$ cat src/rtl/rot_pkg.sv
package rot_pkg;
  typedef enum logic [1:0] {
    SEQ_IDLE = 2'd0,
    SEQ_INIT = 2'd1,
    SEQ_HOLD = 2'd2,
    SEQ_STEP = 2'd3
  } seq_cmd_t;
endpackage

$ cat src/rtl/rot_state_seq.sv
module rot_state_seq
  import rot_pkg::*;
#(
  parameter int unsigned NUM_CELLS = 8,
  localparam int unsigned STATE_W = $clog2(NUM_CELLS)
) (
  input  logic               clk,
  input  logic               rst_n,
  input  logic               init,
  input  logic               hold,
  input  logic               meas_done,
  output logic [STATE_W-1:0] state,
  output logic               cycle_end
);
  localparam logic [STATE_W-1:0] LAST = STATE_W'(NUM_CELLS - 1);

  seq_cmd_t           cmd;
  logic [STATE_W-1:0] state_q, state_d;
  logic               end_q, end_d;

  always_comb begin
    if (init)           cmd = SEQ_INIT;
    else if (hold)      cmd = SEQ_HOLD;
    else if (meas_done) cmd = SEQ_STEP;
    else                cmd = SEQ_IDLE;
  end

  always_comb begin
    state_d = state_q;
    end_d   = 1'b0;
    unique case (cmd)
      SEQ_INIT: state_d = '0;
      SEQ_STEP: begin
        if (state_q == LAST) begin
          state_d = '0;
          end_d   = 1'b1;
        end else begin
          state_d = state_q + 1'b1;
        end
      end
      default: ;
    endcase
  end

  always_ff @(posedge clk or negedge rst_n) begin
    if (!rst_n) begin
      state_q <= '0;
      end_q   <= 1'b0;
    end else begin
      state_q <= state_d;
      end_q   <= end_d;
    end
  end

  assign state     = state_q;
  assign cycle_end = end_q;

  AST_INIT_TO_ZERO: assert property (@(posedge clk) disable iff (!rst_n)
    init |=> (state_q == '0));
  AST_STEP_ADVANCE: assert property (@(posedge clk) disable iff (!rst_n)
    (!init && !hold && meas_done && state_q != LAST) |=> (state_q == $past(state_q) + 1'b1));
  AST_IDLE_STABLE: assert property (@(posedge clk) disable iff (!rst_n)
    (!init && !meas_done) |=> $stable(state_q));
  AST_HOLD_FREEZE: assert property (@(posedge clk) disable iff (!rst_n)
    (!init && hold) |=> $stable(state_q));
  AST_WRAP_PULSE: assert property (@(posedge clk) disable iff (!rst_n)
    end_q |-> (state_q == '0 && $past(state_q) == LAST && !$past(init)));
  AST_PULSE_SINGLE: assert property (@(posedge clk) disable iff (!rst_n)
    end_q |=> !end_q);
endmodule

$ cat src/rtl/rot_lo_decoder.sv
module rot_lo_decoder #(
  parameter int unsigned NUM_CELLS = 8,
  localparam int unsigned STATE_W = $clog2(NUM_CELLS)
) (
  input  logic [STATE_W-1:0]   state,
  output logic [NUM_CELLS-1:0] lo_sel
);
  for (genvar c = 0; c < NUM_CELLS; c++) begin : g_cell
    assign lo_sel[c] = (state == STATE_W'(c));
  end
endmodule

$ cat src/rtl/rot_route_decoder.sv
module rot_route_decoder #(
  parameter int unsigned NUM_CELLS = 8,
  localparam int unsigned STATE_W = $clog2(NUM_CELLS)
) (
  input  logic [STATE_W-1:0]           state,
  output logic [NUM_CELLS*STATE_W-1:0] route_map
);
  for (genvar c = 0; c < NUM_CELLS; c++) begin : g_cell
    logic [STATE_W:0] wide;
    always_comb begin
      if (STATE_W'(c) >= state) wide = (STATE_W+1)'(c) - {1'b0, state};
      else                      wide = (STATE_W+1)'(c + NUM_CELLS) - {1'b0, state};
    end
    assign route_map[c*STATE_W +: STATE_W] = wide[STATE_W-1:0];
  end
endmodule

$ cat src/rtl/rotdl_state_ctrl.sv
module rotdl_state_ctrl #(
  parameter int unsigned NUM_CELLS = 8,
  localparam int unsigned STATE_W = $clog2(NUM_CELLS),
  localparam int unsigned MAP_W   = NUM_CELLS * STATE_W
) (
  input  logic                 clk,
  input  logic                 rst_n,
  input  logic                 init,
  input  logic                 hold,
  input  logic                 meas_done,
  output logic [STATE_W-1:0]   state,
  output logic [NUM_CELLS-1:0] lo_sel,
  output logic [MAP_W-1:0]     route_map,
  output logic                 cycle_end
);
  rot_state_seq #(.NUM_CELLS(NUM_CELLS)) u_seq (
    .clk(clk), .rst_n(rst_n), .init(init), .hold(hold),
    .meas_done(meas_done), .state(state), .cycle_end(cycle_end)
  );

  rot_lo_decoder #(.NUM_CELLS(NUM_CELLS)) u_lo (
    .state(state), .lo_sel(lo_sel)
  );

  rot_route_decoder #(.NUM_CELLS(NUM_CELLS)) u_route (
    .state(state), .route_map(route_map)
  );

  // Which capacitors are claimed by some cell in the current state.
  logic [NUM_CELLS-1:0] cap_hit;
  always_comb begin
    cap_hit = '0;
    for (int c = 0; c < NUM_CELLS; c++) begin
      cap_hit[route_map[c*STATE_W +: STATE_W]] = 1'b1;
    end
  end

  AST_LO_ONEHOT: assert property (@(posedge clk) disable iff (!rst_n)
    $onehot(lo_sel) && lo_sel[state]);
  AST_HEAD_ON_CAP0: assert property (@(posedge clk) disable iff (!rst_n)
    route_map[state*STATE_W +: STATE_W] == '0);
  AST_ROUTE_PERMUTATION: assert property (@(posedge clk) disable iff (!rst_n)
    $countones(cap_hit) == NUM_CELLS);
endmodule

$ cat config.mk
export PLATFORM = sky130hd
export DESIGN_NAME = rotdl_state_ctrl
export DESIGN_NICKNAME = d
export VERILOG_FILES = /design/src/rtl/rot_pkg.sv /design/src/rtl/rot_state_seq.sv /design/src/rtl/rot_lo_decoder.sv /design/src/rtl/rot_route_decoder.sv /design/src/rtl/rotdl_state_ctrl.sv
export SDC_FILE = /design/constraint.sdc
export NUM_CORES = 1
export LEC_CHECK = 0
export ABC_CLOCK_PERIOD_IN_PS = 1300
export BUFFER_PORTS_ARGS = -buffer_cell sky130_fd_sc_hd__buf_2
export CAP_MARGIN = 10
export CELL_PAD_IN_SITES_DETAIL_PLACEMENT = 1
export CELL_PAD_IN_SITES_GLOBAL_PLACEMENT = 1
export CORE_AREA = 2 2 49 51
export DETAILED_ROUTE_END_ITERATION = 8
export DIE_AREA = 0 0 51 53
export PLACE_DENSITY = 0.72
export RECOVER_POWER = 50
export SETUP_SLACK_MARGIN = 0.3
export SYNTH_ARGS = -nofsm -noshare
export SYNTH_HDL_FRONTEND = slang
export SYNTH_SLANG_ARGS = --single-unit
$ cat constraint.sdc
create_clock -name clk -period 1.3 [get_ports clk]
set_input_delay 0.26 -clock clk [delete_from_list [all_inputs] [get_ports clk]]
set_output_delay 0.26 -clock clk [all_outputs]
set_load 0.01 [all_outputs]
==> impl_results.html, run 1 <==
<table>
<tr><th>Metric</th><th>Value</th></tr>
<tr><th colspan="2">CTS</th></tr>
<tr><td>Num CTS Buffers</td><td>3</td></tr>
<tr><td>Clock tree from TritonCTS</td><td>yes</td></tr>
<tr><td>Clock Pin Slew Worst Setup and Hold Paths</td><td>0.04 ns</td></tr>
<tr><td>Skew-Pair Late Insertion Delay</td><td>0.25 ns</td></tr>
<tr><td>Root buf cell</td><td>sky130_fd_sc_hd__clkbuf_4</td></tr>
<tr><td>Number of levels the H-tree was split into</td><td>1</td></tr>
<tr><td># clock sinks</td><td>4</td></tr>
<tr><td>Buffer depth of the longest clock path</td><td>2</td></tr>
<tr><th colspan="2">Setup path</th></tr>
<tr><td>Crit Reg-Reg Startpoint</td><td>u_seq.state[1]</td></tr>
<tr><td>FF-to-FF setup slack</td><td>0.01 ns</td></tr>
<tr><td>Worst Setup Path Type</td><td>reg2out</td></tr>
<tr><td>Largest fanout of any net on the critical path</td><td>5</td></tr>
<tr><td>Crit path buffers/inverters</td><td>3</td></tr>
<tr><td>Type of element capturing the critical path</td><td>primary output</td></tr>
<tr><td>Worst reg-to-reg path cell count</td><td>5</td></tr>
<tr><td>R2R Path End</td><td>u_seq.state[1]</td></tr>
<tr><td>Top Family by Delay on Critical Path</td><td>adder cells</td></tr>
<tr><td>Crit-path max cell delay</td><td>0.43 ns</td></tr>
<tr><td>Slowest library cell on the worst path</td><td>sky130_fd_sc_hd__dfrtp_2</td></tr>
<tr><td>Cell with the most instances on the worst path</td><td>sky130_fd_sc_hd__ha_4</td></tr>
<tr><td>Critical Path, Cell by Cell</td><td>inv_4 -&gt; ha_4 -&gt; ha_4 -&gt; inv_2 -&gt; buf_6</td></tr>
<tr><td>Crit path required time</td><td>1.04 ns</td></tr>
<tr><td>Type of origin of the critical path</td><td>flip-flop</td></tr>
<tr><td>Worst Path Arrival</td><td>1.33 ns</td></tr>
<tr><th colspan="2">Detailed routing</th></tr>
<tr><td>Number of DRC violations after detailed routing</td><td>0</td></tr>
<tr><td>Routed wire length per instance</td><td>14.69 um</td></tr>
<tr><td>Starting DRC count in detailed routing</td><td>1</td></tr>
<tr><td>Number of iterations in the first detailed-routing pass</td><td>4</td></tr>
<tr><td>Count of antenna-violating nets left after detailed routing</td><td>0</td></tr>
<tr><td>Mean number of vias per cell</td><td>4.079</td></tr>
<tr><td>Via total after detailed routing</td><td>514</td></tr>
<tr><td>Detailed-route wire length</td><td>1851 um</td></tr>
<tr><th colspan="2">Placement</th></tr>
<tr><td>Placed instance area</td><td>701.9 um^2</td></tr>
<tr><td>Post-place setup slack</td><td>-0.06345 ns</td></tr>
<tr><td>Input/output buffers</td><td>40</td></tr>
<tr><td>Half-perimeter wire length of the detailed placement result</td><td>979.5 um</td></tr>
<tr><td>Final RePlAce weighted congestion</td><td>0.6628</td></tr>
<tr><th colspan="2">Logic synthesis</th></tr>
<tr><td>Area leader, netlist</td><td>sky130_fd_sc_hd__ha_1</td></tr>
<tr><td>Number of distinct library cells after synthesis</td><td>14</td></tr>
<tr><td>Average instance area after synthesis</td><td>9.175 um^2</td></tr>
<tr><td>Post-synthesis sequential area ratio</td><td>22.73%</td></tr>
<tr><td>Synth top area share</td><td>25.57%</td></tr>
<tr><td>Post-synthesis net count</td><td>62</td></tr>
<tr><td>Synthesized cell area</td><td>440.4 um^2</td></tr>
<tr><td>Leading cell types by total area after synthesis</td><td>sky130_fd_sc_hd__ha_1 26%, sky130_fd_sc_hd__dfrtp_1 23%, sky130_fd_sc_hd__buf_4 22%, sky130_fd_sc_hd__inv_1 6.0%, sky130_fd_sc_hd__mux2i_1 4.5%</td></tr>
<tr><td>Post-synthesis instance total</td><td>48</td></tr>
<tr><td>Yosys warning total</td><td>0</td></tr>
<tr><td>#FFs+latches synth</td><td>4</td></tr>
<tr><th colspan="2">Cells and area</th></tr>
<tr><td>Ratio of cells with drive above 1 in the final layout</td><td>88.78%</td></tr>
<tr><td>Final standard cell area without fillers</td><td>1105 um^2</td></tr>
<tr><td>Number of antenna cells inserted</td><td>0</td></tr>
<tr><td>Commonest cells after routing, fill and taps aside</td><td>41 x sky130_fd_sc_hd__buf_6, 10 x sky130_fd_sc_hd__buf_2, 6 x sky130_fd_sc_hd__ha_4</td></tr>
<tr><td>Post-route core utilization</td><td>51.43%</td></tr>
<tr><td>Growth of design area from synthesis to finish</td><td>150.9%</td></tr>
<tr><td>Most common library cell in the layout ignoring fill and taps</td><td>sky130_fd_sc_hd__buf_6</td></tr>
<tr><td>Final Net Count</td><td>113</td></tr>
<tr><th colspan="2">Floorplan</th></tr>
<tr><td>Floorplan row count</td><td>17</td></tr>
<tr><td>Die span in x</td><td>51 um</td></tr>
<tr><td>Core Footprint</td><td>2148 um^2</td></tr>
<tr><td>Die ar.</td><td>2703 um^2</td></tr>
<tr><td>Initial core utilization</td><td>20.50%</td></tr>
<tr><td>Height of the die</td><td>53 um</td></tr>
<tr><td>Num ports</td><td>41</td></tr>
<tr><th colspan="2">Timing</th></tr>
<tr><td>Setup repair after global routing missed its margin</td><td>true</td></tr>
<tr><td>Transition at the pin with the smallest max-transition slack</td><td>0.2350 ns</td></tr>
<tr><td>Final count of hold timing violations</td><td>0</td></tr>
<tr><td>Worst rel slew slack</td><td>84.33%</td></tr>
<tr><td>Total of endpoints with negative setup slack in the final report</td><td>31</td></tr>
<tr><td>Maximum clock skew at final layout</td><td>0.009732 ns</td></tr>
<tr><td>Final worst-path cycle share</td><td>122.1%</td></tr>
<tr><td>Clock period minus worst slack</td><td>1.588 ns</td></tr>
<tr><td>Post-layout worst setup margin</td><td>-0.2875 ns</td></tr>
<tr><td>Achievable frequency</td><td>0.6299 GHz</td></tr>
<tr><td>Hold slack final</td><td>0.2055 ns</td></tr>
<tr><td>Number of max-slew violations in the final report</td><td>0</td></tr>
<tr><th colspan="2">Run status</th></tr>
<tr><td>Violated checks</td><td>negative setup slack</td></tr>
<tr><td>Status</td><td>finished, violations left</td></tr>
<tr><th colspan="2">Min path</th></tr>
<tr><td>Launch point of the worst hold path</td><td>init</td></tr>
<tr><td>Count of cells along the worst hold path</td><td>2</td></tr>
<tr><td>Hold-critical path endpoint</td><td>u_seq.state[1]</td></tr>
<tr><td>Kind of path behind the tightest hold check</td><td>in2reg</td></tr>
<tr><th colspan="2">GRT</th></tr>
<tr><td>Sum of overflow across all layers after global routing</td><td>0</td></tr>
<tr><td>First-pass GRT wire length</td><td>2290 um</td></tr>
<tr><td>Vias in the first global route</td><td>498</td></tr>
<tr><td>All-layer global routing usage</td><td>11.71%</td></tr>
<tr><td>Maximum number of pins on one net before global-route repair</td><td>8</td></tr>
<tr><td>Number of antenna violations at the first check in global routing</td><td>0</td></tr>
<tr><th colspan="2">Pwr</th></tr>
<tr><td>VDD IR max</td><td>0.3096 mV</td></tr>
<tr><td>P per Cell Area</td><td>544.9 nW/um^2</td></tr>
<tr><td>LEAKAGE</td><td>0.5276 nW</td></tr>
<tr><th colspan="2">Job</th></tr>
<tr><td>Number of maximum-capacitance violations</td><td>0</td></tr>
</table>
==> how the worst max path moves through the flow <==
stage | start | cells after the start | endpoint
floorplan | u_seq.state[0] | 3 | route_map[20]
global placement | u_seq.state[0] | 4 | route_map[20]
detailed placement | u_seq.state[0] | 4 | route_map[20]
CTS | u_seq.state[1] | 5 | route_map[14]
global route | u_seq.state[1] | 5 | route_map[14]
finish | u_seq.state[1] | 5 | route_map[14]
==> sequential cells by signal, indices dropped and copies added, names as in the netlist <==
signal and count:
u_seq.cycle_end 1, u_seq.state 3
==> worst register-to-register path: stages, from the launching register on <==
cell and delay [ns]:
sky130_fd_sc_hd__dfrtp_2 0.45, sky130_fd_sc_hd__ha_4 0.20, sky130_fd_sc_hd__ha_4 0.17, sky130_fd_sc_hd__buf_6 0.12
sky130_fd_sc_hd__nand3b_1 0.16, sky130_fd_sc_hd__a21oi_2 0.12
==> cells in the mapped netlist <==
library cell,n
sky130_fd_sc_hd__buf_4,13
sky130_fd_sc_hd__ha_1,9
sky130_fd_sc_hd__inv_1,7
sky130_fd_sc_hd__dfrtp_1,4
sky130_fd_sc_hd__and2_1,3
sky130_fd_sc_hd__nor2_1,3
sky130_fd_sc_hd__mux2i_1,2
sky130_fd_sc_hd__a21oi_1,1
sky130_fd_sc_hd__and3b_2,1
sky130_fd_sc_hd__nand2b_1,1
sky130_fd_sc_hd__nand3b_1,1
sky130_fd_sc_hd__nor2b_1,1
sky130_fd_sc_hd__nor2b_4,1
sky130_fd_sc_hd__nor3_1,1
==> cell type report <==
type	count	area, um^2
Fill cell	236	1044
Sequential cell	4	103.9
Timing Repair Buffer	59	566.8
Clock buffer	4	26.28
Tap cell	28	35.03
Inverter	7	36.28
Multi-Input combinational cell	24	336.6
==> metrics by stage <==
step | power [mW] | cells | setup TNS, ns
2_1_floorplan | 0.2691 | 48 | -0.002362
3_3_place_gp | 0.3079 | 110 | -0.04267
3_5_place_dp | 0.3114 | 110 | -0.07593
4_1_cts | 0.5752 | 122 | -4.112
5_1_grt | 0.6350 | 126 | -5.685
6_report | 0.6020 | 126 | -4.252
==> power by group <==
| group | internal (mW) | total, mW | switching (mW) |
|---|---|---|---|
| logic | 0.171 | 0.290 | 0.119 |
| registers | 0.129 | 0.136 | 0.00713 |
| clock network | 0.116 | 0.176 | 0.0603 |
==> kinds of logic after synthesis <==
kind of cell | synth area share (%)
muxes | 4.546
AOI/OAI and AO/OA | 1.135
and+or+nand+nor | 17.90
DFF | 22.73
buffers and inverters | 28.13
adders and majority gates | 25.57
==> metal layers <==
metal | routed length, um | vias to the layer above | GRT usage [%]
met3 | 174 | 2 | 2.825
li1 | - | 236 | -
met4 | 23 | 0 | 8.108
met1 | 669 | 239 | 10.26
met2 | 984 | 37 | 23.16
met5 | 0 | - | 0
==> repair_timing <==
action	CTS	global route
gates resized for setup	31	21
buffers inserted	7	4
setup endpoints to repair	39	39
hold endpoints to repair	4	0
hold buffers	1	0
pin swaps	4	4
No activity file was read; power rests on OpenSTA's default activity.
==> run 2: changes to the inputs <==
ABC_AREA = 1   (was default)
CORE_AREA = 2 2 50 52   (was 2 2 49 51)
DIE_AREA = 0 0 52 54   (was 0 0 51 53)
PLACE_DENSITY = 0.73   (was 0.72)
==> run 2 against run 1 <==
Against the previous run:
- worst setup slack got worse by 0.0047 ns
- area after synthesis rose by 4.3%
- power rose by 4.5%
- critical path type unchanged
- sequential cell count did not move
- global-route usage rose by 2.3 points
- critical path depth rose by 1
- the run still ends with negative setup slack left
- sequential power barely moved
- final cell count rose by 17%
- count of clock-buffer cells in the layout did not move
- utilization rose by 2.1 points
- via count rose by 15%
- first-iteration DRC count did not move
==> impl_results.html, run 2 <==
<table>
<tr><th>Metric</th><th>Value</th></tr>
<tr><th colspan="2">Run status</th></tr>
<tr><td>Status</td><td>finished, violations left</td></tr>
<tr><td>Violated checks</td><td>negative setup slack</td></tr>
<tr><th colspan="2">Logic synthesis</th></tr>
<tr><td>Post-synthesis sequential area ratio</td><td>21.80% (-0.93 points)</td></tr>
<tr><td>Post-synthesis net count</td><td>73 (+18%)</td></tr>
<tr><td>Most common flop cell mapped by yosys</td><td>sky130_fd_sc_hd__dfrtp_1</td></tr>
<tr><td>Proportion of synthesized flip-flops having asynchronous set or reset</td><td>100.0% (unchanged)</td></tr>
<tr><td>Leading cell types by total area after synthesis</td><td>sky130_fd_sc_hd__ha_1 25%, sky130_fd_sc_hd__dfrtp_1 22%, sky130_fd_sc_hd__buf_4 21%, sky130_fd_sc_hd__inv_1 11%, sky130_fd_sc_hd__nand3_1 6.5%</td></tr>
<tr><td>Most frequent cells after synthesis</td><td>13 x sky130_fd_sc_hd__buf_4, 13 x sky130_fd_sc_hd__inv_1, 9 x sky130_fd_sc_hd__ha_1</td></tr>
<tr><td>Synth top area share</td><td>24.52% (-1.0 points)</td></tr>
<tr><td>Area leader, netlist</td><td>sky130_fd_sc_hd__ha_1</td></tr>
<tr><td>Count of flip-flops with a built-in enable after synthesis</td><td>0 (unchanged)</td></tr>
<tr><td>Post-synthesis instance total</td><td>59 (+23%)</td></tr>
<tr><td>Synthesized cell area</td><td>459.2 um^2 (+4.3%)</td></tr>
<tr><td>Yosys warning total</td><td>0 (unchanged)</td></tr>
<tr><td>#FFs+latches synth</td><td>4 (unchanged)</td></tr>
<tr><td>Average instance area after synthesis</td><td>7.783 um^2 (-15%)</td></tr>
<tr><td>Number of distinct library cells after synthesis</td><td>11 (-3)</td></tr>
<tr><th colspan="2">CTS</th></tr>
<tr><td>Number of levels the H-tree was split into</td><td>1 (unchanged)</td></tr>
<tr><td>Clock tree from TritonCTS</td><td>yes</td></tr>
<tr><td>Clock Pin Slew Worst Setup and Hold Paths</td><td>0.04 ns (about the same)</td></tr>
<tr><td>Skew-Pair Late Insertion Delay</td><td>0.24 ns (about the same)</td></tr>
<tr><td># clock sinks</td><td>4 (unchanged)</td></tr>
<tr><td>Num CTS Buffers</td><td>3 (unchanged)</td></tr>
<tr><td>Root buf cell</td><td>sky130_fd_sc_hd__clkbuf_4</td></tr>
<tr><td>Buffer depth of the longest clock path</td><td>2 (unchanged)</td></tr>
<tr><th colspan="2">Floorplan</th></tr>
<tr><td>Floorplan row count</td><td>18 (+1)</td></tr>
<tr><td>Initial core utilization</td><td>19.80% (-0.71 points)</td></tr>
<tr><td>Core Footprint</td><td>2320 um^2 (+8.0%)</td></tr>
<tr><td>Die span in x</td><td>52 um (+2.0%)</td></tr>
<tr><td>Num ports</td><td>41 (unchanged)</td></tr>
<tr><td>Height of the die</td><td>54 um (+1.9%)</td></tr>
<tr><td>Die ar.</td><td>2808 um^2 (+3.9%)</td></tr>
<tr><th colspan="2">Timing</th></tr>
<tr><td>Transition at the pin with the smallest max-transition slack</td><td>0.2189 ns (-0.01615 ns)</td></tr>
<tr><td>Post-layout worst setup margin</td><td>-0.2922 ns (-0.004683 ns)</td></tr>
<tr><td>Total of endpoints with negative setup slack in the final report</td><td>36 (+16%)</td></tr>
<tr><td>Final count of hold timing violations</td><td>0 (unchanged)</td></tr>
<tr><td>Hold slack final</td><td>0.2300 ns (+0.02446 ns)</td></tr>
<tr><td>Clock period minus worst slack</td><td>1.592 ns (+0.004683 ns)</td></tr>
<tr><td>Final worst-path cycle share</td><td>122.5% (+0.36 points)</td></tr>
<tr><td>Number of max-slew violations in the final report</td><td>0 (unchanged)</td></tr>
<tr><td>Maximum clock skew at final layout</td><td>0.009312 ns (-0.0004202 ns)</td></tr>
<tr><td>Worst rel slew slack</td><td>85.39% (+1.1 points)</td></tr>
<tr><td>Achievable frequency</td><td>0.6281 GHz (-0.29%)</td></tr>
<tr><td>Setup repair after global routing missed its margin</td><td>true</td></tr>
<tr><th colspan="2">GRT</th></tr>
<tr><td>First-pass GRT wire length</td><td>2766 um (+21%)</td></tr>
<tr><td>Sum of overflow across all layers after global routing</td><td>0 (unchanged)</td></tr>
<tr><td>Maximum number of pins on one net before global-route repair</td><td>7 (-1)</td></tr>
<tr><td>Number of antenna violations at the first check in global routing</td><td>0 (unchanged)</td></tr>
<tr><td>Vias in the first global route</td><td>590 (+18%)</td></tr>
<tr><td>All-layer global routing usage</td><td>14.05% (+2.3 points)</td></tr>
<tr><th colspan="2">Detailed routing</th></tr>
<tr><td>Count of antenna-violating nets left after detailed routing</td><td>0 (unchanged)</td></tr>
<tr><td>Number of DRC violations after detailed routing</td><td>0 (unchanged)</td></tr>
<tr><td>Mean number of vias per cell</td><td>4.007 (-1.8%)</td></tr>
<tr><td>Routed wire length per instance</td><td>13.22 um (-10%)</td></tr>
<tr><td>Number of iterations in the first detailed-routing pass</td><td>3 (-1)</td></tr>
<tr><td>Starting DRC count in detailed routing</td><td>1 (unchanged)</td></tr>
<tr><td>Via total after detailed routing</td><td>593 (+15%)</td></tr>
<tr><td>Detailed-route wire length</td><td>1957 um (+5.7%)</td></tr>
<tr><th colspan="2">Setup path</th></tr>
<tr><td>Worst Path Arrival</td><td>1.33 ns (about the same)</td></tr>
<tr><td>Type of origin of the critical path</td><td>flip-flop</td></tr>
<tr><td>Top Family by Delay on Critical Path</td><td>flip-flops</td></tr>
<tr><td>Critical Path, Cell by Cell</td><td>inv_4 -&gt; buf_4 -&gt; ha_1 -&gt; nand2_1 -&gt; inv_2 -&gt; buf_2</td></tr>
<tr><td>Largest fanout of any net on the critical path</td><td>4 (-1)</td></tr>
<tr><td>Crit path required time</td><td>1.04 ns (about the same)</td></tr>
<tr><td>Worst Setup Path Type</td><td>reg2out</td></tr>
<tr><td>Crit-path max cell delay</td><td>0.42 ns (about the same)</td></tr>
<tr><td>Type of element capturing the critical path</td><td>primary output</td></tr>
<tr><td>Slowest library cell on the worst path</td><td>sky130_fd_sc_hd__dfrtp_2</td></tr>
<tr><td>Crit path buffers/inverters</td><td>4 (+1)</td></tr>
<tr><th colspan="2">Cells and area</th></tr>
<tr><td>Commonest cells after routing, fill and taps aside</td><td>43 x sky130_fd_sc_hd__buf_6, 11 x sky130_fd_sc_hd__buf_2, 11 x sky130_fd_sc_hd__buf_4</td></tr>
<tr><td>Growth of design area from synthesis to finish</td><td>170.3%</td></tr>
<tr><td>Most common library cell in the layout ignoring fill and taps</td><td>sky130_fd_sc_hd__buf_6</td></tr>
<tr><td>Final Net Count</td><td>133 (+18%)</td></tr>
<tr><td>Max FFs per register</td><td>3 (unchanged)</td></tr>
<tr><td>Filler Cell Count</td><td>260 (+10%)</td></tr>
<tr><td>Number of antenna cells inserted</td><td>0 (unchanged)</td></tr>
<tr><td>Ratio of cells with drive above 1 in the final layout</td><td>85.59% (-3.2 points)</td></tr>
<tr><th colspan="2">Min path</th></tr>
<tr><td>Kind of path behind the tightest hold check</td><td>in2reg</td></tr>
<tr><th colspan="2">Placement</th></tr>
<tr><td>Input/output buffers</td><td>40 (unchanged)</td></tr>
<tr><td>Final RePlAce weighted congestion</td><td>0.6575 (-0.80%)</td></tr>
<tr><td>Post-place setup slack</td><td>-0.02438 ns (+0.03907 ns)</td></tr>
<tr><td>Half-perimeter wire length of the detailed placement result</td><td>1165 um (+19%)</td></tr>
<tr><th colspan="2">Pwr</th></tr>
<tr><td>VDD IR max</td><td>0.3099 mV (about the same)</td></tr>
<tr><td>Design Power</td><td>629.1 uW (+4.5%)</td></tr>
<tr><td>P per Cell Area</td><td>506.9 nW/um^2 (-7.0%)</td></tr>
<tr><td>LEAKAGE</td><td>0.6287 nW (+19%)</td></tr>
<tr><th colspan="2">Job</th></tr>
<tr><td>Number of maximum-capacitance violations</td><td>0 (unchanged)</td></tr>
</table>
-- run 2: layout make-up --
| class | instances | area, um^2 | area share (%) |
|---|---|---|---|
| clock buffers | 4 | 26.28 | 2.117 |
| inverters | 14 | 65.06 | 5.242 |
| multi-input cells | 28 | 352.8 | 28.43 |
| flip-flops and latches | 4 | 103.9 | 8.367 |
| well taps | 30 | 37.54 | 3.024 |
| repair buffers | 68 | 655.6 | 52.82 |
-- run 2: what timing repair did --
item                                    in CTS  in global routing
pin swaps                                   11                  4
endpoints found under the setup margin      39                 39
endpoints found under the hold margin        4                  0
resized for setup                           41                 17
hold buffers                                 1                  0
buffers inserted                            13                  8
-- run 2: path summary, 6_finish.rpt --
kind / from / end / slack [ns] / depth (start not counted)
setup reg to reg: u_seq.state[1] / u_seq.state[1] / -0.04 / 7
min in group asynchronous: rst_n / u_seq.state[0] / 0.39 / 2
hold / removal: init / u_seq.cycle_end / 0.23 / 2
hold reg to reg: u_seq.state[2] / u_seq.state[2] / 0.76 / 3
setup / recovery: u_seq.state[0] / lo_sel[6] / -0.29 / 6
max in group asynchronous: rst_n / u_seq.state[2] / 0.70 / 2
-- run 2: metrics by stage --
step	area (um^2)	util (%)	TNS, ns	std cells
detailed placement	740.7	31.93	-0.03089	122
CTS	1096	47.25	-3.821	140
floorplan	550.5	-	-0.007166	59
global placement	740.7	31.93	-0.01417	122
global route	1241	53.51	-6.337	148
finish	1241	53.51	-4.811	148
-- run 2: per-layer routing --
layer  GRT usage [%]  wire length (um)  share of wire, %
met5               0                 0                 0
met4           7.895                53               2.7
met3           1.667                83               4.2
met2           30.17              1151                59
met1           12.23               670                34
-- run 2: logic make-up (layout without fill, tap and decap cells) --
| kind of cell | Yosys count | after routing | synth area share, % |
|---|---|---|---|
| adder cells (fa/ha/maj) | 9 | 9 | 24.52 |
| flip-flops | 4 | 4 | 21.80 |
| buffers and inverters | 27 | 86 | 32.70 |
| AND/OR/NAND/NOR | 19 | 19 | 20.98 |
-- run 2: report_power, final --
group / internal, mW / switching [mW] / total, mW
combinational: 0.186 / 0.134 / 0.320
clock: 0.116 / 0.0568 / 0.172
sequential: 0.129 / 0.00734 / 0.136
==> run 3: changes to the inputs <==
CELL_PAD_IN_SITES_DETAIL_PLACEMENT = default   (was 1)
CELL_PAD_IN_SITES_GLOBAL_PLACEMENT = default   (was 1)
CORE_AREA = 2 2 41 43   (was 2 2 50 52)
DIE_AREA = 0 0 43 45   (was 0 0 52 54)
PLACE_DENSITY = 0.72   (was 0.73)
SLEW_MARGIN = 5   (was default)
==> run 3 against run 2 <==
Against the previous run:
- the flow still finishes with violations (negative setup slack)
- worst setup slack worse by 0.0016 ns
- utilization grew 14 points
- sequential power is essentially flat
- via count is 12% lower
- final cell count down 18%
- routed wire length is 24% lower
- final area is 20% lower
- critical path depth is 3 lower
- register-to-register slack is essentially flat
- critical endpoint is now route_map[8]
- largest cell class unchanged
==> impl_results.html, run 3 (synthesized netlist as in run 2, its figures left out) <==
<table>
<tr><th>Metric</th><th>Value</th></tr>
<tr><th colspan="2">CTS</th></tr>
<tr><td>Number of levels the H-tree was split into</td><td>1 (unchanged)</td></tr>
<tr><td>Clock Pin Slew Worst Setup and Hold Paths</td><td>0.05 ns (about the same)</td></tr>
<tr><td>Buffer depth of the longest clock path</td><td>2 (unchanged)</td></tr>
<tr><td># clock sinks</td><td>4 (unchanged)</td></tr>
<tr><td>Clock tree from TritonCTS</td><td>yes</td></tr>
<tr><td>Num CTS Buffers</td><td>3 (unchanged)</td></tr>
<tr><td>Root buf cell</td><td>sky130_fd_sc_hd__clkbuf_4</td></tr>
<tr><td>Skew-Pair Late Insertion Delay</td><td>0.26 ns (+0.02 ns)</td></tr>
<tr><th colspan="2">Run status</th></tr>
<tr><td>Status</td><td>finished, violations left</td></tr>
<tr><td>Violated checks</td><td>negative setup slack</td></tr>
<tr><th colspan="2">Floorplan</th></tr>
<tr><td>Die span in x</td><td>43 um (-17%)</td></tr>
<tr><td>Core Footprint</td><td>1471 um^2 (-37%)</td></tr>
<tr><td>Height of the die</td><td>45 um (-17%)</td></tr>
<tr><td>Die ar.</td><td>1935 um^2 (-31%)</td></tr>
<tr><td>Num ports</td><td>41 (unchanged)</td></tr>
<tr><td>Floorplan row count</td><td>14 (-4)</td></tr>
<tr><td>Initial core utilization</td><td>31.21% (+11 points)</td></tr>
<tr><th colspan="2">Pwr</th></tr>
<tr><td>Design internal power</td><td>377.0 uW (-13%)</td></tr>
<tr><td>P per Cell Area</td><td>571.9 nW/um^2 (+13%)</td></tr>
<tr><td>VDD IR max</td><td>0.4368 mV (+41%)</td></tr>
<tr><td>Comb pwr share</td><td>43.3% (-7.6 points)</td></tr>
<tr><td>Part of the power in registers</td><td>24.0% (+2.3 points)</td></tr>
<tr><td>Net switching power</td><td>190.4 uW (-3.9%)</td></tr>
<tr><td>Design Power</td><td>567.5 uW (-9.8%)</td></tr>
<tr><td>Fraction of power consumed by the clock network</td><td>32.6% (+5.2 points)</td></tr>
<tr><td>LEAKAGE</td><td>0.5238 nW (-17%)</td></tr>
<tr><td>Sw Share</td><td>33.56% (+2.1 points)</td></tr>
<tr><th colspan="2">GRT</th></tr>
<tr><td>Number of antenna violations at the first check in global routing</td><td>0 (unchanged)</td></tr>
<tr><td>Vias in the first global route</td><td>464 (-21%)</td></tr>
<tr><td>All-layer global routing usage</td><td>15.40% (+1.3 points)</td></tr>
<tr><td>Sum of overflow across all layers after global routing</td><td>0 (unchanged)</td></tr>
<tr><td>Maximum number of pins on one net before global-route repair</td><td>9 (+2)</td></tr>
<tr><td>First-pass GRT wire length</td><td>2125 um (-23%)</td></tr>
<tr><th colspan="2">Cells and area</th></tr>
<tr><td>Commonest cells after routing, fill and taps aside</td><td>27 x sky130_fd_sc_hd__buf_6, 20 x sky130_fd_sc_hd__buf_2, 6 x sky130_fd_sc_hd__inv_2, 6 x sky130_fd_sc_hd__ha_4</td></tr>
<tr><td>Ratio of cells with drive above 1 in the final layout</td><td>80.00% (-5.6 points)</td></tr>
<tr><td>Filler-free cell count of the finished design</td><td>121 (-18%)</td></tr>
<tr><td>Growth of design area from synthesis to finish</td><td>116.1%</td></tr>
<tr><td>Number of antenna cells inserted</td><td>0 (unchanged)</td></tr>
<tr><td>Final standard cell area without fillers</td><td>992.2 um^2 (-20%)</td></tr>
<tr><td>Post-route core utilization</td><td>67.43% (+14 points)</td></tr>
<tr><td>Area of the multi-input gates</td><td>317.8 um^2 (-9.9%)</td></tr>
<tr><td>Final Net Count</td><td>120 (-9.8%)</td></tr>
<tr><td>Most common library cell in the layout ignoring fill and taps</td><td>sky130_fd_sc_hd__buf_6</td></tr>
<tr><td>Footprint of the flip-flops and latches</td><td>103.9 um^2 (unchanged)</td></tr>
<tr><td>Filler Cell Count</td><td>114 (-56%)</td></tr>
<tr><td>Max FFs per register</td><td>3 (unchanged)</td></tr>
<tr><th colspan="2">Timing</th></tr>
<tr><td>Post-layout worst setup margin</td><td>-0.2938 ns (-0.001617 ns)</td></tr>
<tr><td>Number of max-slew violations in the final report</td><td>0 (unchanged)</td></tr>
<tr><td>Worst rel slew slack</td><td>83.08% (-2.3 points)</td></tr>
<tr><td>Hold slack final</td><td>0.1990 ns (-0.03102 ns)</td></tr>
<tr><td>Transition at the pin with the smallest max-transition slack</td><td>0.2538 ns (+0.03496 ns)</td></tr>
<tr><td>Clock period minus worst slack</td><td>1.594 ns (+0.001617 ns)</td></tr>
<tr><td>Total of endpoints with negative setup slack in the final report</td><td>25 (-31%)</td></tr>
<tr><td>Setup tns final</td><td>-3.742 ns (+1.069 ns)</td></tr>
<tr><td>Final worst-path cycle share</td><td>122.6% (+0.12 points)</td></tr>
<tr><td>Final count of hold timing violations</td><td>0 (unchanged)</td></tr>
<tr><td>Maximum clock skew at final layout</td><td>0.01632 ns (+0.007008 ns)</td></tr>
<tr><td>Achievable frequency</td><td>0.6274 GHz (-0.10%)</td></tr>
<tr><td>Setup repair after global routing missed its margin</td><td>true</td></tr>
<tr><th colspan="2">Setup path</th></tr>
<tr><td>Worst Setup Path Type</td><td>reg2out</td></tr>
<tr><td>Largest fanout of any net on the critical path</td><td>3 (-1)</td></tr>
<tr><td>Worst Path Arrival</td><td>1.33 ns (about the same)</td></tr>
<tr><td>Crit path required time</td><td>1.04 ns (about the same)</td></tr>
<tr><td>Type of origin of the critical path</td><td>flip-flop</td></tr>
<tr><td>Type of element capturing the critical path</td><td>primary output</td></tr>
<tr><th colspan="2">Placement</th></tr>
<tr><td>Post-place setup slack</td><td>-0.009325 ns (+0.01506 ns)</td></tr>
<tr><td>Placed instance area</td><td>718.2 um^2 (-3.0%)</td></tr>
<tr><td>Final RePlAce weighted congestion</td><td>0.7059 (+7.4%)</td></tr>
<tr><td>Input/output buffers</td><td>40 (unchanged)</td></tr>
<tr><td>Half-perimeter wire length of the detailed placement result</td><td>951.6 um (-18%)</td></tr>
<tr><td>Number of placed instances with taps included</td><td>109 (-11%)</td></tr>
<tr><th colspan="2">Detailed routing</th></tr>
<tr><td>Detailed-route wire length</td><td>1489 um (-24%)</td></tr>
<tr><td>Starting DRC count in detailed routing</td><td>6 (+5)</td></tr>
<tr><td>Via total after detailed routing</td><td>523 (-12%)</td></tr>
<tr><td>Count of antenna-violating nets left after detailed routing</td><td>0 (unchanged)</td></tr>
<tr><td>Number of DRC violations after detailed routing</td><td>0 (unchanged)</td></tr>
<tr><td>Number of iterations in the first detailed-routing pass</td><td>2 (-1)</td></tr>
<tr><td>Mean number of vias per cell</td><td>4.322 (+7.9%)</td></tr>
<tr><td>Routed wire length per instance</td><td>12.31 um (-6.9%)</td></tr>
<tr><th colspan="2">Job</th></tr>
<tr><td>Number of maximum-capacitance violations</td><td>0 (unchanged)</td></tr>
<tr><th colspan="2">Min path</th></tr>
<tr><td>Kind of path behind the tightest hold check</td><td>in2reg</td></tr>
</table>
[run 3: cell count changes in the layout (fill, tap and decap cells not counted), moves of 2 or more]
| cell | previous run | this run |
|---|---|---|
| sky130_fd_sc_hd__ha_1 | 1 | 3 |
| sky130_fd_sc_hd__buf_2 | 11 | 20 |
| sky130_fd_sc_hd__buf_6 | 43 | 27 |
| sky130_fd_sc_hd__ha_4 | 8 | 6 |
| sky130_fd_sc_hd__buf_4 | 11 | 5 |
[run 3: final cells by class]
type | count | share of cell area [%]
inverter | 14 | 6.557
clock buffer | 4 | 2.648
timing repair buffer | 55 | 46.28
tap | 16 | 2.018
sequential | 4 | 10.47
multi-input combinational | 28 | 32.03
[run 3: worst max-delay path: stages (launching register included)]
cell	delay, ns
sky130_fd_sc_hd__dfrtp_2	0.45
sky130_fd_sc_hd__ha_4	0.19
sky130_fd_sc_hd__ha_1	0.29
sky130_fd_sc_hd__buf_6	0.13
[run 3: layer usage]
metal / vias up / track usage, % / part of all wire (%)
met2: 21 / 29.09 / 57
met3: 2 / 2.800 / 5.2
met1: 244 / 16.67 / 36
met4: 0 / 7.273 / 1.8
met5: - / 0 / 0
li1: 256 / - / -
[run 3: power groups by stage]
stage	Combinational, mW	Sequential [mW]	Clock (mW)
2_1_floorplan	0.132	0.142	0
3_3_place_gp	0.171	0.136	0
3_5_place_dp	0.173	0.137	0
4_1_cts	0.228	0.136	0.182
5_1_grt	0.267	0.137	0.204
6_report	0.246	0.136	0.185
[run 3: path summary, 6_finish.rpt]
path / start / cells past startpoint / slack [ns] / endpoint
setup / recovery: u_seq.state[1] / 3 / -0.29 / route_map[8]
hold / removal: init / 2 / 0.20 / u_seq.cycle_end
setup reg to reg: u_seq.state[1] / 8 / -0.05 / u_seq.state[1]
hold reg to reg: u_seq.state[0] / 3 / 0.77 / u_seq.state[0]
max in group asynchronous: rst_n / 2 / 0.70 / u_seq.state[2]
min in group asynchronous: rst_n / 2 / 0.37 / u_seq.state[1]
[run 3: repair_timing]
action,4_1_cts,5_1_grt
buffers inserted,4,3
resized for setup,28,8
pin swaps,6,3
gates cloned,0,0
setup endpoints to repair,39,40
hold endpoints to repair,4,0
hold buffers,1,0
